===== src/rtl/serial_cfg_port.sv =====
module serial_cfg_port #(
  parameter int SYNC_STAGES = 2
) (
  input  logic        clk,
  input  logic        rst_n,
  input  logic        ser_clk,
  input  logic        ser_dat,
  input  logic        ser_en_n,
  output logic [7:0]  drain_lvl,
  output logic [3:0]  bw_samp,
  output logic [3:0]  bw_gain,
  output logic [8:0]  gain_code,
  output logic        stby_front,
  output logic        stby_drain,
  output logic        stby_amp,
  output logic        samp_fall,
  output logic        clamp_hi,
  output logic        conv_rise,
  output logic [9:0]  clamp_ref
);
  localparam int SEL_W = 3;
  localparam int PAY_W = 10;
  localparam int FRAME = SEL_W + PAY_W;
  localparam int CNT_W = $clog2(FRAME + 2);
  localparam logic [CNT_W-1:0] CNT_FULL = CNT_W'(FRAME);
  localparam logic [CNT_W-1:0] CNT_OVER = CNT_W'(FRAME + 1);

  logic [SYNC_STAGES-1:0] ck_s, dt_s, en_s;
  logic                   ck_p, en_p;
  logic [FRAME-1:0]       shreg;
  logic [CNT_W-1:0]       cnt;

  wire ck_rise = ck_s[SYNC_STAGES-1] & ~ck_p;
  wire en_high = en_s[SYNC_STAGES-1];
  wire en_rise = en_high & ~en_p;
  wire [SEL_W-1:0] sel = shreg[FRAME-1:PAY_W];
  wire [PAY_W-1:0] pay = shreg[PAY_W-1:0];
  wire commit = en_rise && (cnt == CNT_FULL);

  always_ff @(posedge clk or negedge rst_n) begin
    if (!rst_n) begin
      ck_s <= '0;
      dt_s <= '0;
      en_s <= '1;
      ck_p <= 1'b0;
      en_p <= 1'b1;
    end else begin
      ck_s <= {ck_s[SYNC_STAGES-2:0], ser_clk};
      dt_s <= {dt_s[SYNC_STAGES-2:0], ser_dat};
      en_s <= {en_s[SYNC_STAGES-2:0], ser_en_n};
      ck_p <= ck_s[SYNC_STAGES-1];
      en_p <= en_high;
    end
  end

  always_ff @(posedge clk or negedge rst_n) begin
    if (!rst_n) begin
      shreg <= '0;
      cnt   <= '0;
    end else if (en_high) begin
      cnt <= '0;
    end else if (ck_rise) begin
      shreg <= {shreg[FRAME-2:0], dt_s[SYNC_STAGES-1]};
      if (cnt != CNT_OVER) cnt <= cnt + 1'b1;
    end
  end

  always_ff @(posedge clk or negedge rst_n) begin
    if (!rst_n) begin
      drain_lvl  <= '0;
      bw_samp    <= '0;
      bw_gain    <= '0;
      gain_code  <= '0;
      stby_front <= 1'b0;
      stby_drain <= 1'b0;
      stby_amp   <= 1'b0;
      samp_fall  <= 1'b0;
      clamp_hi   <= 1'b0;
      conv_rise  <= 1'b0;
      clamp_ref  <= '0;
    end else if (commit) begin
      case (sel)
        3'd0: drain_lvl <= pay[7:0];
        3'd1: begin
          bw_samp <= pay[3:0];
          bw_gain <= pay[7:4];
        end
        3'd2: gain_code <= pay[8:0];
        3'd3: begin
          stby_front <= pay[0];
          stby_drain <= pay[1];
          stby_amp   <= pay[2];
          samp_fall  <= pay[3];
          clamp_hi   <= pay[4];
          conv_rise  <= pay[5];
        end
        3'd4: clamp_ref <= pay;
        default: ;
      endcase
    end
  end

  wire [40:0] regs = {drain_lvl, bw_samp, bw_gain, gain_code, stby_front, stby_drain,
                      stby_amp, samp_fall, clamp_hi, conv_rise, clamp_ref};

  AST_CNT_RANGE: assert property (@(posedge clk) disable iff (!rst_n)
    cnt <= CNT_OVER);
  AST_IDLE_NO_BITS: assert property (@(posedge clk) disable iff (!rst_n)
    en_high |=> cnt == '0);
  AST_ONLY_ON_RELEASE: assert property (@(posedge clk) disable iff (!rst_n)
    !en_rise |=> $stable(regs));
  AST_BAD_LENGTH: assert property (@(posedge clk) disable iff (!rst_n)
    (en_rise && cnt != CNT_FULL) |=> $stable(regs));
  AST_UNUSED_SEL: assert property (@(posedge clk) disable iff (!rst_n)
    (en_rise && sel > 3'd4) |=> $stable(regs));
endmodule


===== config.mk =====
export PLATFORM = sky130hd
export DESIGN_NAME = serial_cfg_port
export DESIGN_NICKNAME = d
export VERILOG_FILES = /design/src/rtl/serial_cfg_port.sv
export SDC_FILE = /design/constraint.sdc
export NUM_CORES = 1
export LEC_CHECK = 0
export ABC_AREA = 1
export BUFFER_PORTS_ARGS = -buffer_cell sky130_fd_sc_hd__buf_2
export CAP_MARGIN = 25
export CORE_MARGIN = 1.5
export CORE_UTILIZATION = 51
export DETAILED_ROUTE_END_ITERATION = 8
export MAX_ROUTING_LAYER = met4
export PLACE_DENSITY = 0.74
export SLEW_MARGIN = 10
export SYNTH_ARGS = -nofsm -noshare
export SYNTH_HDL_FRONTEND = slang
export SYNTH_SLANG_ARGS = --single-unit

===== constraint.sdc =====
create_clock -name clk -period 1.6 [get_ports clk]
set_input_delay 0.16 -clock clk [delete_from_list [all_inputs] [get_ports clk]]
set_output_delay 0.16 -clock clk [all_outputs]
set_load 0.02 [all_outputs]

-- After elaboration in Yosys (flattened, before gate mapping)
Index checks and enable logic that the tools add are counted.
Widths: inputs -> output; s select.
- output and inout port bits: 41
- bits of input ports: 5
- word-level logic and storage cells: 44
- flip-flop bits (word level): 66
- eq/ne operators: 6
- multiplexer cells: 3
- bitwise gates (word level): 5
- add/subtract/negate cells: 1
- reductions and logical operators: 11
- operator list (kind ; number):
    $reduce_and 2->1 ; 7
    $mux 4 ; 3
    $eq 3x2->1 const B ; 2
    $add 4x1->4 const B ; 1
    $eq 4x4->1 const B ; 1
    $ne 4x4->1 const B ; 1
    $reduce_bool 2->1 ; 2
    $eq 3x1->1 const B ; 1
    $eq 3x3->1 const B ; 1
    $logic_not 3->1 ; 1
    $not 1->1 ; 3
    $and 1x1->1 ; 2
    $logic_and 1x1->1 ; 1

-- Depth between registers and ports, before layout
- word-level depth: 4
- mapped depth: 8

-- Worst setup path after synthesis
Ideal clock, no wire load.
- kind: reg2reg
- start: register cnt[1]
- end: register bw_gain[0]
- path buffers: 0
- cell stages (with the launch flop): 8
- data required time: 1482 ps
- period minus slack after synthesis: 1402 ps
- arrival time: 1284 ps
- library setup time: 118 ps
- path slack: 198 ps
- cell sequence: dfrtp_1 -> inv_1 -> ha_1 -> nand2_1 -> nor3_4 -> nand2_1 -> nand2_1 -> nand2_1
- word-level cells in the longest chain between the ends: 3
- ends and longest elaborated chain (item ; line ; RTL):
    from (decl) ; 31 ; logic [CNT_W-1:0] cnt;
    from (signal assigned) ; 64 ; if (cnt != CNT_OVER) cnt <= cnt + 1'b1;
    $eq 4x4->1 ; 38 ; wire commit = en_rise && (cnt == CNT_FULL);
    $logic_and 1x1->1 ; 38 ;
    $reduce_and 2->1 (no source line) ; - ;
    to (signal assigned) ; 86 ; bw_gain <= pay[7:4];
    to (decl) ; 11 ; output logic [3:0] bw_gain,
No other way between the ends.
A chain may end at the register's enable or synchronous reset.

-- Worst setup path in the final report
- start: register cnt[1]
- end: register bw_gain[1]
The elaborated chain is that of the path after synthesis.

==> results.cfg <==
[status]
status = finished clean

[worst_setup_path]
critPathLaunchType = flip-flop
r2r-start = cnt[1]
crit_fanout = 11
cp.required_ps = 1870
r2r_cells = 8
arrival_ps = 1850
regToRegSetupSlack_ps = 20
crit_path_end_kind = flip-flop
r2r-end = bw_gain[1]
crit_path_start = cnt[1]
crit_type = reg2reg

[min_path]
holdPathStages = 0
min_to = ck_s[1]
hold_start = ck_s[0]
hold_path.class = reg2reg

[global_routing]
antenna_found_initial = 0
grt_use_total = 0.224
grt_pass1_wl_mm = 8.87
overflow = 0
grt_pass1_vias = 1918
grt_max_degree = 67

[pwr]
swShare = 0.271
p_int_mw = 2.47
p_switching_mw = 0.918
sequentialPowerShare = 0.560
max-vdd-ir-drop_mv = 0.659
pwr-share-clk = 0.360
p_total_mw = 3.39
power_leakage_nw = 1.96
pwr-share-comb = 0.080
powerDensity_nw_per_um2 = 1020

[floorplan]
start_util = 0.541
die_w_um = 74.7
die_h_um = 74.7
std_cell_rows = 25
io_pins = 46
core_sq_um = 4850
dieArea_sq_um = 5580

[synthesis]
yosysSeqAreaShare = 0.632
synth-seq-cells = 66
synth_area_sq_um = 2620
synth_edf_count = 0
synth_ff_type = dfrtp_1
synth_nets = 290
netlist_instances = 282
ys_warn_count = 0
async_flop_share = 1.00
avgSynthCellArea_sq_um = 9.30
synth.lib_cells_used.distinct = 19

[cells_and_area]
final-seq-area_sq_um = 1660
drive_gt1_frac = 0.252
area_delta_synth_final_pct = 26.9
finalCoreUtilization = 0.686
nNetsFinal = 357
fill_cells = 373
multiInputGateArea_sq_um = 920
diodes = 0

[route]
route.vias.total = 2141
remaining_drc_errors = 0
drt-pass1-iter-count = 4
drt-total-wl_mm = 5.81
drt-initial-drc-count = 164
via_per_inst = 5.10
ant_nets = 0
wl_per_cell_um = 13.8

[timing]
setup_violations = 0
min_period_over_period = 0.988
drv_slew = 0
max-slew-margin-rel = 0.682
tightest_slew_ps = 476
rsz0062_at_grt = yes
clock.fmax_mhz = 632
fin_skew_ps = 6.46
setup_ws_ps = 18.8
final-hold-violation-count = 0
fin_crit_ps = 1580

[place]
hpwl_mm = 3.54
port_buffers = 45
gp_congestion = 0.809
place_ws_ps = 32.4

[clocking]
cts_buffers = 9
clock_path_buffers = 2
cts_tree = built
clock_tree.root_cell = clkbuf_8
clock_sinks = 66
insertion_delay_ps = 340
cts.reportedPaths.clkPinSlew_ps = 70
cts.htree.levels = 3

[run]
max_cap_viol_count = 0
## flip-flops by register name, summed over array words and instances, names as in the netlist, 2 cells and up
signal / cells
shreg: 13
clamp_ref: 10
gain_code: 9
drain_lvl: 8
bw_gain: 4
bw_samp: 4
cnt: 4
ck_s: 2
dt_s: 2
en_s: 2
## cells in the mapped netlist, types with 2 or more instances
cell type | instances | area share
nor2_1 | 11 | 0.016
buf_4 | 4 | 0.011
nand2_1 | 118 | 0.17
o21ai_0 | 4 | 0.0076
a21oi_1 | 2 | 0.0038
inv_1 | 9 | 0.013
nand3_1 | 52 | 0.099
clkbuf_1 | 3 | 0.0043
dfrtp_1 | 63 | 0.60
nor3_2 | 2 | 0.0076
dfstp_2 | 3 | 0.030
ha_1 | 3 | 0.014
nand2_2 | 2 | 0.0048
## cell usage in the layout, fill, tap and decap left out, types with 3 or more instances in the layout
master	n
nand2_1	113
dfrtp_1	63
dlygate4sd3_1	4
nand2_4	4
o21ai_0	4
inv_1	8
clkbuf_8	11
clkbuf_16	3
buf_4	8
dfstp_2	3
ha_1	3
nor2_1	11
nand3_1	52
nand2_2	3
buf_2	45
clkinv_2	3
## critical path, stage by stage, from the launching register on
cell and delay [ps]:
dfrtp_1 420, inv_2 70, ha_1 130, nand2_1 80
nor3_4 310, buf_4 190, clkbuf_16 150, nand3_1 80
nand2_1 90
## metrics by stage
step                      cell area [sq um]  cells  hold WS, ps  setup TNS, ps
final                                  3330    420          352              0
after global routing                   3330    420          362           -501
after CTS                              3180    413          353              0
after detailed placement               2970    394          201              0
after global placement                 2970    394          201              0
after floorplan                        2620    282         -136              0
## what timing repair did
| action | CTS | global route |
|---|---|---|
| buffers inserted | 0 | 3 |
| setup endpoints to repair | 0 | 42 |
| hold endpoints to repair | 66 | 0 |
| hold buffers | 4 | 0 |
| resized for setup | 0 | 11 |
## layout make-up
class                           count  area share
Clock buffer                       12      0.0467
Clock inverter                      3     0.00451
Inverter                            9      0.0102
Multi-Input combinational cell    199       0.277
Sequential cell                    66       0.498
Tap cell                           67      0.0252
Timing Repair Buffer               64       0.139
## routing by layer
metal  vias up  global-route usage  routed length (um)
met1      1017               0.288                2670
met3        16              0.0415                 300
met2        67               0.339                2690
met4         0               0.117                 150
met5         -                   -                   0
li1       1041                   -                   -
## worst max path at each step
stage                         to  slack (ps)  cells after the start
finish                bw_gain[1]          20                      8
global placement      bw_gain[3]          60                      8
CTS                   bw_samp[0]          10                      8
global route        clamp_ref[4]         -40                      8
detailed placement    bw_gain[0]          30                      8
floorplan             bw_gain[0]         200                      7
## power groups by stage
| stage | combinational [mW] | sequential [mW] | clock, mW |
|---|---|---|---|
| 6_report | 0.270 | 1.90 | 1.22 |
| 5_1_grt | 0.307 | 1.90 | 1.31 |
| 4_1_cts | 0.261 | 1.89 | 1.24 |
| 3_5_place_dp | 0.252 | 1.92 | 0 |
| 3_3_place_gp | 0.245 | 1.92 | 0 |
| 2_1_floorplan | 0.151 | 1.86 | 0 |
## kinds of logic (layout without fill, tap and decap cells)
| logic type | count (synthesis) | in the layout | share of synthesized area |
|---|---|---|---|
| buffers and inverters | 17 | 88 | 0.0301 |
| XOR/XNOR | 1 | 1 | 0.00334 |
| AND/OR/NAND/NOR | 189 | 189 | 0.309 |
| AO/OA/AOI/OAI | 6 | 6 | 0.0115 |
| adder cells (fa/ha/maj) | 3 | 3 | 0.0143 |
| flip-flops | 66 | 66 | 0.632 |
No activity file was read; power rests on OpenSTA's default activity.
